<file path="src/rtl/dbf_pkg.sv">
package dbf_pkg;
  localparam int N_SECT = 22;
  localparam int UNIT_W = 7;

  localparam logic [7:0] A_UNL1 = 8'h55;
  localparam logic [7:0] A_UNL2 = 8'hAA;
  localparam logic [7:0] C_UNL1 = 8'hAA;
  localparam logic [7:0] C_UNL2 = 8'h55;
  localparam logic [7:0] C_PROG = 8'hA0;
  localparam logic [7:0] C_ERS  = 8'h80;
  localparam logic [7:0] C_CHIP = 8'h10;
  localparam logic [7:0] C_SECT = 8'h30;
  localparam logic [7:0] C_SUSP = 8'hB0;
  localparam logic [7:0] C_FAST = 8'h20;
  localparam logic [7:0] C_FX1  = 8'h90;
  localparam logic [7:0] C_FX2  = 8'h00;

  typedef enum logic [1:0] {ST_READ, ST_PROG, ST_ERASE, ST_SUSP} eng_st_t;
  typedef enum logic [1:0] {PH_PRE, PH_HOLD, PH_CLR} ers_ph_t;
  typedef enum logic [3:0] {D_RD, D_U1, D_U2, D_PA, D_E1, D_E2, D_E3, D_EW,
                            D_FM, D_FMPA, D_FMX} dec_st_t;

  function automatic logic [4:0] sect_of_unit(input logic [UNIT_W-1:0] u);
    int v;
    int r;
    v = int'(u);
    if (v < 4)       r = v;
    else if (v < 8)  r = 4 + (v - 4) / 2;
    else if (v < 16) r = 6 + (v - 8) / 4;
    else             r = 8 + (v - 16) / 8;
    return 5'(r);
  endfunction

  function automatic logic bank_of_unit(input logic [UNIT_W-1:0] u);
    return (u[UNIT_W-1:4] != '0);
  endfunction
endpackage

</file>
<file path="src/rtl/dbf_array.sv">
module dbf_array #(
  parameter int AW = 8,
  parameter int DW = 8
) (
  input  logic          clk,
  input  logic          we,
  input  logic [AW-1:0] waddr,
  input  logic [DW-1:0] wdata,
  input  logic [AW-1:0] raddr,
  output logic [DW-1:0] q
);
  localparam int DEPTH = 1 << AW;
  logic [DW-1:0] mem [DEPTH];

  always_ff @(posedge clk) begin
    if (we) mem[waddr] <= wdata;
    q <= mem[raddr];
  end
endmodule

</file>
<file path="src/rtl/dbf_cmd_decode.sv">
module dbf_cmd_decode import dbf_pkg::*; #(
  parameter int AW        = 8,
  parameter int DW        = 8,
  parameter int ERASE_WIN = 8
) (
  input  logic              clk,
  input  logic              rst,
  input  logic              wr,
  input  logic [AW-1:0]     addr,
  input  logic [DW-1:0]     data,
  input  eng_st_t           eng_st,
  output logic              go_prog,
  output logic              go_erase,
  output logic              go_susp,
  output logic              go_resume,
  output logic [AW-1:0]     prg_addr,
  output logic [DW-1:0]     prg_data,
  output logic [N_SECT-1:0] ers_mask,
  output logic [1:0]        ers_bm
);
  localparam int WW = $clog2(ERASE_WIN + 1);
  localparam logic [N_SECT-1:0] ONE = {{(N_SECT-1){1'b0}}, 1'b1};

  dec_st_t       ds;
  logic [WW-1:0] win;
  logic [7:0]    a8, cmd;
  logic [4:0]    a_sect;
  logic          a_bank, busy;

  assign a8     = addr[7:0];
  assign cmd    = data[7:0];
  assign a_sect = sect_of_unit(addr[AW-1 -: UNIT_W]);
  assign a_bank = bank_of_unit(addr[AW-1 -: UNIT_W]);
  assign busy   = (eng_st == ST_PROG) || go_prog || go_erase;

  always_ff @(posedge clk) begin
    go_prog   <= 1'b0;
    go_erase  <= 1'b0;
    go_susp   <= 1'b0;
    go_resume <= 1'b0;
    if (rst) begin
      ds       <= D_RD;
      win      <= '0;
      ers_mask <= '0;
      ers_bm   <= '0;
      prg_addr <= '0;
      prg_data <= '0;
    end else if (wr) begin
      if (eng_st == ST_ERASE) begin
        if (cmd == C_SUSP) go_susp <= 1'b1;
      end else if (!busy) begin
        case (ds)
          D_RD: begin
            if (eng_st == ST_SUSP && cmd == C_SECT) go_resume <= 1'b1;
            else if (a8 == A_UNL1 && cmd == C_UNL1) ds <= D_U1;
          end
          D_U1: ds <= (a8 == A_UNL2 && cmd == C_UNL2) ? D_U2 : D_RD;
          D_U2: begin
            if (a8 == A_UNL1 && cmd == C_PROG) ds <= D_PA;
            else if (a8 == A_UNL1 && cmd == C_ERS && eng_st == ST_READ) ds <= D_E1;
            else if (a8 == A_UNL1 && cmd == C_FAST) ds <= D_FM;
            else ds <= D_RD;
          end
          D_PA: begin
            go_prog  <= 1'b1;
            prg_addr <= addr;
            prg_data <= data;
            ds       <= D_RD;
          end
          D_E1: ds <= (a8 == A_UNL1 && cmd == C_UNL1) ? D_E2 : D_RD;
          D_E2: ds <= (a8 == A_UNL2 && cmd == C_UNL2) ? D_E3 : D_RD;
          D_E3: begin
            if (a8 == A_UNL1 && cmd == C_CHIP) begin
              ers_mask <= '1;
              ers_bm   <= 2'b11;
              go_erase <= 1'b1;
              ds       <= D_RD;
            end else if (cmd == C_SECT) begin
              ers_mask <= ONE << a_sect;
              ers_bm   <= a_bank ? 2'b10 : 2'b01;
              win      <= WW'(ERASE_WIN);
              ds       <= D_EW;
            end else ds <= D_RD;
          end
          D_EW: begin
            if (cmd == C_SECT) begin
              if (ers_bm[a_bank]) begin
                ers_mask <= ers_mask | (ONE << a_sect);
                win      <= WW'(ERASE_WIN);
              end
            end else ds <= D_RD;
          end
          D_FM:   ds <= (cmd == C_PROG) ? D_FMPA : ((cmd == C_FX1) ? D_FMX : D_FM);
          D_FMPA: begin
            go_prog  <= 1'b1;
            prg_addr <= addr;
            prg_data <= data;
            ds       <= D_FM;
          end
          D_FMX:  ds <= (cmd == C_FX2) ? D_RD : D_FM;
          default: ds <= D_RD;
        endcase
      end
    end else if (ds == D_EW) begin
      if (win == '0) begin
        go_erase <= 1'b1;
        ds       <= D_RD;
      end else win <= win - 1'b1;
    end
  end

  p_single_go_r11: assert property (@(posedge clk) disable iff (rst)
    $onehot0({go_prog, go_erase, go_susp, go_resume}));

  p_erase_start_idle_r8: assert property (@(posedge clk) disable iff (rst)
    go_erase |-> (eng_st == ST_READ));
endmodule

</file>
<file path="src/rtl/dbf_engine.sv">
module dbf_engine import dbf_pkg::*; #(
  parameter int AW        = 8,
  parameter int DW        = 8,
  parameter int PROG_CYC  = 12,
  parameter int ERASE_CYC = 64
) (
  input  logic              clk,
  input  logic              rst,
  input  logic              go_prog,
  input  logic              go_erase,
  input  logic              go_susp,
  input  logic              go_resume,
  input  logic [AW-1:0]     prg_addr,
  input  logic [DW-1:0]     prg_data,
  input  logic [N_SECT-1:0] mask_in,
  input  logic [1:0]        bm_in,
  output eng_st_t           st,
  output logic              ready,
  output logic              ers_on,
  output logic [N_SECT-1:0] ers_mask,
  output logic [1:0]        ers_bm,
  output logic [1:0]        prog_bm,
  output logic              pd_top,
  output logic              ram_we,
  output logic [AW-1:0]     ram_waddr,
  output logic [DW-1:0]     ram_wdata
);
  localparam int CMAX = (PROG_CYC > ERASE_CYC) ? PROG_CYC : ERASE_CYC;
  localparam int CW   = $clog2(CMAX + 1);

  ers_ph_t       ph;
  logic [CW-1:0] cnt;
  logic [AW-1:0] wa, p_addr;
  logic [DW-1:0] p_data;
  logic          wa_sel, wa_last, prg_hits_sel;

  assign wa_sel       = ers_mask[sect_of_unit(wa[AW-1 -: UNIT_W])];
  assign wa_last      = (wa == '1);
  assign prg_hits_sel = ers_mask[sect_of_unit(prg_addr[AW-1 -: UNIT_W])];
  assign pd_top       = p_data[DW-1];

  always_comb begin
    ram_we    = 1'b0;
    ram_waddr = wa;
    ram_wdata = (ph == PH_PRE) ? '0 : '1;
    if (st == ST_PROG) begin
      ram_we    = (cnt == '0);
      ram_waddr = p_addr;
      ram_wdata = p_data;
    end else if (st == ST_ERASE) begin
      ram_we = (ph != PH_HOLD) && wa_sel;
    end
  end

  always_ff @(posedge clk) begin
    if (rst) begin
      st       <= ST_READ;
      ready    <= 1'b1;
      ers_on   <= 1'b0;
      ers_mask <= '0;
      ers_bm   <= '0;
      prog_bm  <= '0;
      ph       <= PH_PRE;
      cnt      <= '0;
      wa       <= '0;
      p_addr   <= '0;
      p_data   <= '0;
    end else begin
      case (st)
        ST_READ: begin
          if (go_erase) begin
            ers_mask <= mask_in;
            ers_bm   <= bm_in;
            ers_on   <= 1'b1;
            ph       <= PH_PRE;
            wa       <= '0;
            st       <= ST_ERASE;
            ready    <= 1'b0;
          end else if (go_prog) begin
            p_addr  <= prg_addr;
            p_data  <= prg_data;
            prog_bm <= bank_of_unit(prg_addr[AW-1 -: UNIT_W]) ? 2'b10 : 2'b01;
            cnt     <= CW'(PROG_CYC);
            st      <= ST_PROG;
            ready   <= 1'b0;
          end
        end
        ST_PROG: begin
          if (cnt == '0) begin
            st    <= ers_on ? ST_SUSP : ST_READ;
            ready <= 1'b1;
          end else cnt <= cnt - 1'b1;
        end
        ST_ERASE: begin
          if (go_susp) begin
            st    <= ST_SUSP;
            ready <= 1'b1;
          end else begin
            case (ph)
              PH_PRE: begin
                wa <= wa + 1'b1;
                if (wa_last) begin
                  ph  <= PH_HOLD;
                  cnt <= CW'(ERASE_CYC);
                end
              end
              PH_HOLD: begin
                if (cnt == '0) ph <= PH_CLR;
                else cnt <= cnt - 1'b1;
              end
              default: begin
                wa <= wa + 1'b1;
                if (wa_last) begin
                  st     <= ST_READ;
                  ers_on <= 1'b0;
                  ready  <= 1'b1;
                end
              end
            endcase
          end
        end
        default: begin
          if (go_resume) begin
            st    <= ST_ERASE;
            ready <= 1'b0;
          end else if (go_prog && !prg_hits_sel) begin
            p_addr  <= prg_addr;
            p_data  <= prg_data;
            prog_bm <= bank_of_unit(prg_addr[AW-1 -: UNIT_W]) ? 2'b10 : 2'b01;
            cnt     <= CW'(PROG_CYC);
            st      <= ST_PROG;
            ready   <= 1'b0;
          end
        end
      endcase
    end
  end

  p_busy_after_start_r5: assert property (@(posedge clk) disable iff (rst)
    (st == ST_READ && (go_prog || go_erase)) |=> !ready);

  p_susp_prog_safe_r10: assert property (@(posedge clk) disable iff (rst)
    (st == ST_PROG && ers_on) |-> !ers_mask[sect_of_unit(p_addr[AW-1 -: UNIT_W])]);

  p_resume_busy_r10: assert property (@(posedge clk) disable iff (rst)
    (st == ST_SUSP && go_resume) |=> (st == ST_ERASE && !ready));
endmodule

</file>
<file path="src/rtl/dbf_ctrl.sv">
module dbf_ctrl import dbf_pkg::*; #(
  parameter int UNIT_LG   = 1,
  parameter int DW        = 8,
  parameter int PROG_CYC  = 12,
  parameter int ERASE_CYC = 64,
  parameter int ERASE_WIN = 8
) (
  input  logic                    clk,
  input  logic                    rst,
  input  logic                    cs,
  input  logic                    we,
  input  logic                    oe,
  input  logic [UNIT_W+UNIT_LG-1:0] addr,
  input  logic [DW-1:0]           wdata,
  output logic [DW-1:0]           rdata,
  output logic                    ready
);
  localparam int AW = UNIT_W + UNIT_LG;

  logic              wr, rd;
  logic              go_prog, go_erase, go_susp, go_resume;
  logic [AW-1:0]     prg_addr;
  logic [DW-1:0]     prg_data;
  logic [N_SECT-1:0] dec_mask, ers_mask;
  logic [1:0]        dec_bm, ers_bm, prog_bm;
  eng_st_t           st;
  logic              ers_on, pd_top;
  logic              ram_we;
  logic [AW-1:0]     ram_waddr;
  logic [DW-1:0]     ram_wdata, ram_q;

  assign wr = cs & we;
  assign rd = cs & oe & ~we;

  dbf_cmd_decode #(.AW(AW), .DW(DW), .ERASE_WIN(ERASE_WIN)) u_dec (
    .clk(clk), .rst(rst), .wr(wr), .addr(addr), .data(wdata), .eng_st(st),
    .go_prog(go_prog), .go_erase(go_erase), .go_susp(go_susp), .go_resume(go_resume),
    .prg_addr(prg_addr), .prg_data(prg_data), .ers_mask(dec_mask), .ers_bm(dec_bm));

  dbf_engine #(.AW(AW), .DW(DW), .PROG_CYC(PROG_CYC), .ERASE_CYC(ERASE_CYC)) u_eng (
    .clk(clk), .rst(rst), .go_prog(go_prog), .go_erase(go_erase), .go_susp(go_susp),
    .go_resume(go_resume), .prg_addr(prg_addr), .prg_data(prg_data),
    .mask_in(dec_mask), .bm_in(dec_bm), .st(st), .ready(ready), .ers_on(ers_on),
    .ers_mask(ers_mask), .ers_bm(ers_bm), .prog_bm(prog_bm), .pd_top(pd_top),
    .ram_we(ram_we), .ram_waddr(ram_waddr), .ram_wdata(ram_wdata));

  dbf_array #(.AW(AW), .DW(DW)) u_arr (
    .clk(clk), .we(ram_we), .waddr(ram_waddr), .wdata(ram_wdata),
    .raddr(addr), .q(ram_q));

  // read path: status for the busy bank, array data otherwise
  logic          r_bank, hit_prog, hit_ers, hit_sus, tog, sel_q;
  logic [4:0]    r_sect;
  logic [DW-1:0] stat_d, stat_q;

  assign r_bank   = bank_of_unit(addr[AW-1 -: UNIT_W]);
  assign r_sect   = sect_of_unit(addr[AW-1 -: UNIT_W]);
  assign hit_prog = (st == ST_PROG)  && prog_bm[r_bank];
  assign hit_ers  = (st == ST_ERASE) && ers_bm[r_bank];
  assign hit_sus  = (st == ST_SUSP)  && ers_mask[r_sect];

  always_comb begin
    stat_d         = '0;
    stat_d[DW-1]   = hit_prog ? ~pd_top : hit_sus;
    stat_d[DW-2]   = tog;
  end

  always_ff @(posedge clk) begin
    if (rst) begin
      tog    <= 1'b0;
      sel_q  <= 1'b0;
      stat_q <= '0;
    end else if (rd) begin
      sel_q  <= hit_prog | hit_ers | hit_sus;
      stat_q <= stat_d;
      if (hit_prog | hit_ers) tog <= ~tog;
    end
  end

  assign rdata = sel_q ? stat_q : ram_q;

  p_idle_no_write_r11: assert property (@(posedge clk) disable iff (rst)
    (st == ST_READ || st == ST_SUSP) |-> !ram_we);

  p_erase_pattern_r13: assert property (@(posedge clk) disable iff (rst)
    (ram_we && st == ST_ERASE) |-> (ram_wdata == '0 || ram_wdata == '1));

  p_erase_in_sel_r8: assert property (@(posedge clk) disable iff (rst)
    (ram_we && st == ST_ERASE) |-> ers_mask[sect_of_unit(ram_waddr[AW-1 -: UNIT_W])]);

  p_erase_flag_r6: assert property (@(posedge clk) disable iff (rst)
    (st == ST_ERASE || st == ST_SUSP) |-> ers_on);
endmodule

</file>
<file path="config.mk">
export PLATFORM = sky130hd
export DESIGN_NAME = dbf_ctrl
export DESIGN_NICKNAME = d
export VERILOG_FILES = /design/src/rtl/dbf_pkg.sv /design/src/rtl/dbf_array.sv /design/src/rtl/dbf_cmd_decode.sv /design/src/rtl/dbf_engine.sv /design/src/rtl/dbf_ctrl.sv
export SDC_FILE = /design/constraint.sdc
export NUM_CORES = 2
export LEC_CHECK = 0
export ABC_CLOCK_PERIOD_IN_PS = 9500
export BUFFER_PORTS_ARGS = -buffer_cell sky130_fd_sc_hd__buf_4
export CAP_MARGIN = 30
export CORE_UTILIZATION = 55
export CTS_BUF_LIST = sky130_fd_sc_hd__clkbuf_4 sky130_fd_sc_hd__clkbuf_8
export DETAILED_ROUTE_END_ITERATION = 8
export HOLD_SLACK_MARGIN = 0.08
export PLACE_DENSITY = 0.79
export REMOVE_ABC_BUFFERS = 1
export SETUP_SLACK_MARGIN = 0.02
export SYNTH_ARGS = -nofsm -noshare
export SYNTH_HDL_FRONTEND = slang
export SYNTH_SLANG_ARGS = --single-unit
</file>
<file path="constraint.sdc">
create_clock -name clk -period 9.5 [get_ports clk]
set_input_delay 1.9 -clock clk [delete_from_list [all_inputs] [get_ports clk]]
set_output_delay 1.9 -clock clk [all_outputs]
set_load 0.01 [all_outputs]
</file>
==> impl_metrics.tcl <==
set metrics [dict create \
    status "finished, final reports clean" \
    rows 146 \
    dr.pass1.iters 6 \
    ys_async_sr_fraction_pct 0 \
    grt_pass1_wl_um 303400 \
    drive_above_1_share_pct 31.35 \
    hpwlAfterDp_um 122100 \
    die_x_um 402.0 \
    holdPathStages 2 \
    cpMostUsedCell "buf_4" \
    gp_congestion 0.8909 \
    cts_max_level 5 \
    cts_tree "yes" \
    grt_max_degree 205 \
    ys_types 81 \
    cts_buffers 346 \
    crit_family "buffers and inverters" \
    seq_area_frac_synth_pct 72.77 \
    dieArea_um2 161600 \
    cts_resized 0 \
    p_leak_uw 0.03183 \
    required_ps 10240 \
    reg2reg_from "u_eng.wa[4]" \
    max_freq_ghz 0.1672 \
    cts_hold_buf 0 \
    grt_setup_unrepaired "false" \
    vias 46605 \
    syn_avg_cell_area_um2 19.92 \
    holdPathEnd "u_eng.ers_bm[0]" \
    synth-seq-cells 2175 \
    crit_path_start_kind "flip-flop" \
    finalCritPeriodShare_pct 62.95 \
    cts.sinks 2175 \
    slowest_delay_ps 840 \
    die_h_um 402.0 \
    worstSetupPathType "flip-flop to flip-flop" \
    yosys_warnings 0 \
    antenna_found_initial 10 \
    fillCellCount 10291 \
    slew_viol_final 0 \
    finalSetupTns_ps 0 \
    syn_area_um2 88010 \
    synth_edf_count 2048 \
    grt_pass1_vias 46506 \
    end_kind "flip-flop" \
    power_uw 20400 \
    cp_max_fo 76 \
    post_drt_wl_per_cell_um 28.89 \
    relSlewSlack_pct 28.53 \
    clk_pin_slew_ps 60 \
    r2r_end "u_arr.mem[180][7]" \
    worstPathArrival_ps 6720 \
    crit_buf_inv 4 \
    ff2ff_setup_slack_ps 3520 \
    cts_setup_buffers 0 \
    grt-ovfl-total 0 \
    drc 0 \
    nets 4926 \
    pin_count 30 \
    via_per_inst 6.500 \
    hold_path.startpoint "u_eng.ers_bm[0]" \
    ys.flop_type "edfxtp_1" \
    first_iter_violations 5821 \
    crit_chain "inv_1 > ha_1 > a21boi_0 > and3_1 > ha_1 > o21a_1 > o211ai_1 > o311ai_2 > buf_4 > mux2_2 > nand2_1 > mux2i_1 > a41oi_1 > a21boi_4 > buf_4 > nor3_1 > buf_4" \
    clock_latency_ps 1020 \
    max_cap_viol_count 0 \
    hp-class "flip-flop to flip-flop" \
    dp_slack_ps 3186 \
    drtAntennaViolNets 0 \
    cp_slowest_cell "a21boi_4" \
    tightest_slew_ps 1064 \
    wl_um 207100 \
    vdd_ir_drop_max_uv 169.9 \
    io_buffers 29 \
    powerDensity_nw_per_um2 205.9 \
    start_util_pct 55.50 \
    syn_to_final_growth_pct 12.57 \
    clock-root-buffer "clkbuf_8" \
    clockBufferDepth 4 \
    period_needed_ps 5980 \
    track_usage_pct 25.60 \
    setup_ws_ps 3520 \
    core_area_um2 158600 \
    skew_ps 67.46 \
    ff2ff_path_depth 17 \
    hold_violations 0 \
    syn_inst 4418 \
    setup_violations 0 \
]
## state kept, by name (all words and copies together), names as in the netlist, 4 cells and up
name	cells
u_eng.wa	8
u_arr.q	8
u_dec.win	4
u_dec.prg_addr	8
u_dec.ds	4
u_eng.cnt	7
u_eng.p_data	8
u_eng.ers_mask	22
u_eng.p_addr	8
u_dec.prg_data	8
u_dec.ers_mask	22
u_arr.mem	2048
## cell usage in the layout, fill, tap and decap left out, types with 26 or more instances in the layout
cell type  Yosys  layout
buf_2         74      49
nor2_1       119     119
nor3_1       293     291
clkinv_1       0      86
xnor2_1       30      30
nand2_1      217     217
buf_4          4     276
inv_1         60      58
ha_1          57      56
a21oi_1      105      97
clkbuf_8       0     362
edfxtp_1    2048    2048
clkinv_2       0      26
dfxtp_1      127     127
nand3_1       38      38
mux4_2       679     679
o21ai_0       50      50
clkbuf_4       0     109
mux2i_1       55      55
## synth_stat cells (5+ instances only)
library cell / n / share of area (%)
o21ai_0: 50 / 0.28
a2bb2oi_1: 9 / 0.090
xnor2_1: 30 / 0.30
a21boi_0: 13 / 0.11
o211ai_1: 7 / 0.060
edfxtp_1: 2048 / 70
nand3_1: 38 / 0.22
a211oi_1: 7 / 0.060
nor2_1: 119 / 0.51
nor4_1: 6 / 0.043
nor3b_1: 5 / 0.043
dfxtp_1: 127 / 2.9
ha_1: 57 / 0.81
mux4_2: 679 / 17
nand2_1: 217 / 0.93
nand2b_1: 7 / 0.050
inv_1: 60 / 0.26
a31oi_1: 16 / 0.11
o31ai_1: 8 / 0.068
buf_1: 44 / 0.19
nor3_1: 293 / 1.7
mux2_2: 9 / 0.12
nand3b_1: 10 / 0.085
a21oi_1: 105 / 0.60
nor2b_1: 15 / 0.11
a21o_1: 7 / 0.060
o21a_1: 16 / 0.14
buf_2: 74 / 0.42
mux2i_1: 55 / 0.63
xor2_1: 10 / 0.10
a221oi_1: 9 / 0.090
clkbuf_1: 152 / 0.65
nand4b_1: 5 / 0.050
o21ai_1: 14 / 0.080
and2_1: 7 / 0.050
and3_1: 8 / 0.057
## routing by layer
| layer | global-route usage, % | up-vias | share of wire [%] |
|---|---|---|---|
| met5 | 0 | - | 0.062 |
| met4 | 10.20 | 18 | 3.9 |
| li1 | - | 19239 | - |
| met2 | 40.26 | 2990 | 49 |
| met3 | 6.387 | 497 | 11 |
| met1 | 34.71 | 23861 | 37 |
## report_power, final
group	total [uW]	internal (uW)	switching [uW]	leakage, uW
Combinational	1810	475	1340	0.00854
Clock	7530	4050	3480	0.00339
Sequential	11100	11000	19.5	0.0199
## kinds of logic (layout without fill, tap and decap cells)
group | count (synthesis) | count (layout) | share of synthesized area (%)
buffers and inverters | 336 | 1012 | 1.555
adders and majority gates | 57 | 57 | 0.8104
xor gates and xnor gates | 41 | 41 | 0.4237
DFF | 2175 | 2175 | 72.77
muxes | 745 | 745 | 18.15
AOI/OAI and AO/OA | 304 | 304 | 2.201
and+or+nand+nor | 760 | 760 | 4.096
other | 0 | 4 | 0
## final cells by class
type	count	area (um^2)	share of cell area, %
sequential	2175	64040	64.64
multi-input combinational	1907	22860	23.07
clock buffer	467	5771	5.825
antenna	4	10.01	0.01010
clock inverter	127	678.2	0.6845
tap	2072	2592	2.617
timing repair buffer	356	2874	2.901
inverter	62	240.2	0.2425
## per-stage QoR
step / hold slack (ps) / utilization [%] / std cells / cell area (um^2)
after floorplan: 424.5 / - / 4144 / 86870
after global placement: 441.4 / 57.67 / 6419 / 91440
after detailed placement: 448.7 / 58.30 / 6558 / 92440
after CTS: 451.3 / 62.36 / 7152 / 98890
after global routing: 481.0 / 62.47 / 7167 / 99060
final: 457.3 / 62.48 / 7170 / 99070
## worst max-delay path by stage
| stage | startpoint | to | slack [ps] | cells after the start |
|---|---|---|---|---|
| after floorplan | u_eng.wa[5] | u_arr.mem[0][0] | -5570 | 11 |
| after global routing | u_eng.wa[4] | u_arr.mem[149][7] | 3240 | 17 |
| after global placement | addr[5] | stat_q[7] | 3150 | 15 |
| after detailed placement | addr[5] | stat_q[7] | 3190 | 15 |
| final | u_eng.wa[4] | u_arr.mem[180][7] | 3520 | 17 |
| after CTS | u_eng.wa[4] | u_arr.mem[176][1] | 3550 | 17 |
## worst min-delay path, cell delays in order (launching register included)
cell	delay, ps
dfxtp_1	310
nand2_1	50
a21oi_1	50
No activity file was read; power rests on OpenSTA's default activity.
